**src/rtl/prd_walker.sv**
```systemverilog
module prd_walker #(
  parameter int ADDR_W   = 32,
  parameter int LEN_W    = 32,
  parameter int MAX_DESC = 128
) (
  input  logic              clk,
  input  logic              rst_n,
  input  logic              start,
  input  logic [ADDR_W-1:0] start_ptr,
  output logic              busy,
  output logic              done,
  output logic              err_zero_len,
  output logic              err_limit,
  output logic              mem_req,
  output logic [ADDR_W-1:0] mem_addr,
  input  logic              mem_ack,
  input  logic [31:0]       mem_rdata,
  output logic              xfer_req,
  output logic [ADDR_W-1:0] xfer_addr,
  output logic [LEN_W-1:0]  xfer_len,
  output logic              xfer_write,
  output logic              xfer_ordered,
  output logic [3:0]        xfer_mode,
  input  logic              xfer_ack
);

  localparam int CNT_W   = $clog2(MAX_DESC + 1);
  localparam int F_ORDER = 4;
  localparam int F_WRITE = 5;
  localparam int F_END   = 7;

  typedef enum logic [1:0] {S_IDLE, S_FETCH, S_XFER} state_t;

  state_t            state;
  logic [ADDR_W-1:0] ptr, next_q;
  logic [1:0]        widx;
  logic [7:0]        flags_q;
  logic [CNT_W-1:0]  cnt;

  assign busy         = (state != S_IDLE);
  assign mem_req      = (state == S_FETCH);
  assign mem_addr     = ptr + ADDR_W'({widx, 2'b00});
  assign xfer_req     = (state == S_XFER);
  assign xfer_write   = flags_q[F_WRITE];
  assign xfer_ordered = flags_q[F_ORDER];

  always_ff @(posedge clk) begin
    if (!rst_n) begin
      state        <= S_IDLE;
      ptr          <= '0;
      next_q       <= '0;
      widx         <= '0;
      flags_q      <= '0;
      cnt          <= '0;
      xfer_addr    <= '0;
      xfer_len     <= '0;
      xfer_mode    <= '0;
      done         <= 1'b0;
      err_zero_len <= 1'b0;
      err_limit    <= 1'b0;
    end else begin
      done         <= 1'b0;
      err_zero_len <= 1'b0;
      err_limit    <= 1'b0;
      case (state)
        S_IDLE: if (start) begin
          ptr   <= start_ptr;
          widx  <= '0;
          cnt   <= '0;
          state <= S_FETCH;
        end
        S_FETCH: if (mem_ack) begin
          case (widx)
            2'd0: xfer_addr <= mem_rdata[ADDR_W-1:0];
            2'd1: xfer_len  <= mem_rdata[LEN_W-1:0];
            2'd2: begin
              flags_q   <= mem_rdata[7:0];
              xfer_mode <= mem_rdata[11:8];
            end
            default: next_q <= mem_rdata[ADDR_W-1:0];
          endcase
          widx <= widx + 2'd1;
          if (widx == 2'd3) begin
            if (xfer_len == '0) begin
              err_zero_len <= 1'b1;
              state        <= S_IDLE;
            end else begin
              state <= S_XFER;
            end
          end
        end
        S_XFER: if (xfer_ack) begin
          cnt  <= cnt + 1'b1;
          widx <= '0;
          if (flags_q[F_END]) begin
            done  <= 1'b1;
            state <= S_IDLE;
          end else if (cnt == CNT_W'(MAX_DESC - 1)) begin
            err_limit <= 1'b1;
            state     <= S_IDLE;
          end else begin
            ptr   <= next_q;
            state <= S_FETCH;
          end
        end
        default: state <= S_IDLE;
      endcase
    end
  end

endmodule

```
**config.mk**
```make
export PLATFORM = sky130hd
export DESIGN_NAME = prd_walker
export DESIGN_NICKNAME = d
export VERILOG_FILES = /design/src/rtl/prd_walker.sv
export SDC_FILE = /design/constraint.sdc
export NUM_CORES = 1
export LEC_CHECK = 0
export BUFFER_PORTS_ARGS = -buffer_cell sky130_fd_sc_hd__buf_2
export CAP_MARGIN = 30
export CORE_MARGIN = 2
export CORE_UTILIZATION = 25
export CTS_CLUSTER_DIAMETER = 150
export DETAILED_ROUTE_END_ITERATION = 7
export PLACE_DENSITY = 0.47
export SYNTH_ARGS = -nofsm -noshare
export SYNTH_HDL_FRONTEND = slang
export SYNTH_SLANG_ARGS = --single-unit
```
**constraint.sdc**
```tcl
create_clock -name clk -period 7.1 [get_ports clk]
set_input_delay 1.775 -clock clk [delete_from_list [all_inputs] [get_ports clk]]
set_output_delay 1.775 -clock clk [all_outputs]
set_load 0.005 [all_outputs]
```
==> flow_metrics.py <==
metrics = {
    "outcome": {
        "status": "finished, final reports clean",
    },
    "sta": {
        "finalHoldViolations": 0,
        "post-route-min-period_ns": 4.666,
        "finalCritPeriodShare_pct": 65.72,
        "worst_clock_skew_ns": 0.007747,
        "final_max_slew_viol_count": 0,
        "fin_hold_ws_ns": 0.4597,
        "max_freq_mhz": 214.3,
        "setup_tns_ns": 0,
        "max_slew_margin_pct": 47.32,
        "finalSetupViolCount": 0,
        "tightest_slew_ns": 0.7860,
        "grt_setup_unrepaired": "no",
    },
    "worst_setup_path": {
        "critPathLaunchType": "flop",
        "cp_slowest_cell": "nor3_2",
        "cp_cell_sequence": "ha_1 > inv_1 > fa_1 > nand4b_1 > nor3_2 > nand4_1 > xnor2_1 > buf_2",
        "worstPathRequired_ns": 5.33,
        "end_kind": "primary output",
        "cp.arrival_ns": 2.89,
        "rrSetupSlack_ns": 5.10,
        "path_max_fanout": 9,
        "slowest_delay_ns": 0.68,
        "timing_worst_setup_path_type": "reg2out",
    },
    "route": {
        "drcViolationCount": 0,
        "wl_per_cell_um": 16.18,
        "drt-total-wl_mm": 21.18,
        "drtIter0Drc": 206,
        "vias": 5783,
        "via_per_inst": 4.418,
        "firstDrtPassIters": 4,
        "drtAntennaViolNets": 0,
    },
    "logic_synthesis": {
        "synth_simple_gate_area_share_pct": 23.55,
        "yosys_most_used_dff": "dfxtp_1",
        "synth_fa_ha_area_share_pct": 1.568,
        "async_reset_ff_share_pct": 0,
        "syn_inst": 802,
        "yosysUniqueCellTypes": 39,
        "syn_avg_cell_area_um2": 8.559,
        "synthTopCellsByArea": "dfxtp_1 44%, nand2_1 15%, a21boi_0 11%",
        "synth-seq-area-share_pct": 43.75,
        "synth_area_leader_cell": "dfxtp_1",
        "synth_compound_area_share_pct": 11.56,
        "yosys.area_share.xor_xnor_pct": 4.211,
        "muxShareOfSynthArea_pct": 11.52,
        "ys_seq_elements": 150,
        "synth_warnings": 0,
        "synth_top_area_share_pct": 43.75,
        "synth_top_family_by_area": "simple AND/OR/NAND/NOR gates",
        "synth_edf_count": 0,
        "synth_nets": 879,
        "synth_area_um2": 6864,
    },
    "finish": {
        "stdcell_count": 1309,
        "syn_to_final_growth_pct": 25.77,
        "nets": 1031,
        "drive_gt1_share_pct": 26.47,
        "fillers": 2930,
        "fin_util_pct": 32.03,
    },
    "floorplanning": {
        "die_h_um": 169.7,
        "die_x_um": 169.7,
        "core_um2": 26950,
        "start_util_pct": 25.47,
        "rows": 60,
        "die_area_um2": 28800,
        "ios": 177,
    },
    "pwr": {
        "ir_drop_mv": 0.09712,
        "p_leak_nw": 3.665,
        "p_total_mw": 1.981,
        "powerDensity_nw_per_um2": 229.5,
    },
    "grt": {
        "track_usage_pct": 14.90,
        "antenna_found_initial": 1,
        "grt_pass1_wl_mm": 32.78,
        "grt_overflow_total": 0,
        "grt_max_degree": 71,
        "grt_pass1_vias": 5661,
    },
    "place": {
        "finalWeightedCongestion": 0.7541,
        "dp.cells": 1276,
        "hpwl_mm": 15.31,
        "io_buffers": 176,
    },
    "clocking": {
        "clock-sinks": 150,
        "cts_made_buffers": 17,
        "clk_latency_ns": 0.42,
        "cts_tree": "built",
        "post_cts_buffers": 0,
        "clockRootBuffer": "clkbuf_16",
        "h-tree-depth": 4,
        "cts_resized": 0,
        "clkTransAtPathRegs_ns": 0.06,
        "clockBufferDepth": 2,
        "holdBufCountCts": 0,
    },
    "worst_hold_path": {
        "hold_path.class": "reg2reg",
    },
    "run": {
        "maxCapViolations": 0,
    },
}
[layout by cell type, fill, tap and decap left out, drive strengths merged, types with 7 or more instances in the layout]
master | netlist | routed
a21boi | 98 | 98
buf | 22 | 186
mux2i | 43 | 43
inv | 8 | 9
dfxtp | 150 | 150
nor2b | 8 | 8
mux2 | 32 | 32
nor2 | 13 | 13
nand2 | 275 | 275
nor4 | 8 | 8
nand3 | 16 | 16
xnor2 | 29 | 29
clkbuf | 31 | 21
nand4 | 14 | 14
ha | 7 | 7
[critical path, delay by kind of cell, from the launching register on]
family	cells	cell delay [ns]
XOR/XNOR	1	0.17
adder cells (fa/ha/maj)	2	0.61
flip-flops	1	0.38
AND/OR/NAND/NOR	3	1.11
buffers and inverters	2	0.19
[synth_stat cells (all sizes together), types with 4 or more instances]
master / count
a21boi: 98
and2: 4
and3: 6
and4: 4
buf: 22
clkbuf: 31
dfxtp: 150
ha: 7
inv: 8
mux2: 32
mux2i: 43
nand2: 275
nand3: 16
nand4: 14
nor2: 13
nor2b: 8
nor3: 5
nor4: 8
nor4b: 5
xnor2: 29
xor2: 4
[state kept, by name (all words and copies together) (netlist names)]
register and flops:
xfer_len 32, err_zero_len 1, widx 2, done 1, flags_q 3, xfer_addr 32
ptr 32, xfer_mode 4, err_limit 1, state 2, cnt 8, next_q 32
[per-layer routing]
| layer | routed length, um | track usage, % |
|---|---|---|
| met3 | 879 | 2.868 |
| met4 | 181 | 4.199 |
| met2 | 9277 | 22.34 |
| met1 | 10840 | 21.65 |
| met5 | 0 | 0 |
[power breakdown]
part | internal (mW) | switching (mW) | leakage [nW]
clock network | 0.555 | 0.371 | 0.295
logic | 0.0763 | 0.0918 | 2.15
registers | 0.865 | 0.0217 | 1.22
[worst paths after layout]
| kind | from | to | depth (start not counted) |
|---|---|---|---|
| worst max-delay path | widx[0] | mem_addr[28] | 8 |
| worst min-delay path | next_q[15] | next_q[15] | 2 |
| worst max register to register | state[0] | state[1] | 5 |
| worst min register to register | next_q[15] | next_q[15] | 2 |
[metrics by stage]
step	setup slack, ns	cell area [um2]
after global placement	2.825	8009
after floorplan	3.383	6864
after CTS	2.331	8631
final	2.434	8633
after global routing	2.171	8633
after detailed placement	2.791	8029
[layout make-up]
type	count	area (um2)	area share (%)
diodes	1	2.502	0.02899
multi-input cells	591	3598	41.68
clock buffers	21	480.5	5.565
clock inverters	11	121.4	1.406
flip-flops and latches	150	3003	34.78
well taps	341	426.7	4.942
inverters	8	30.03	0.3478
repair buffers	186	970.9	11.25
[kinds of logic (layout without fill, tap and decap cells)]
logic type,Yosys count,in the layout
flip-flops,150,150
buffers and inverters,61,226
multiplexers,75,75
XOR/XNOR,33,33
other,0,1
AND/OR/NAND/NOR,368,368
AO/OA/AOI/OAI,107,107
adder cells (fa/ha/maj),8,8
No activity file was read; power rests on OpenSTA's default activity.
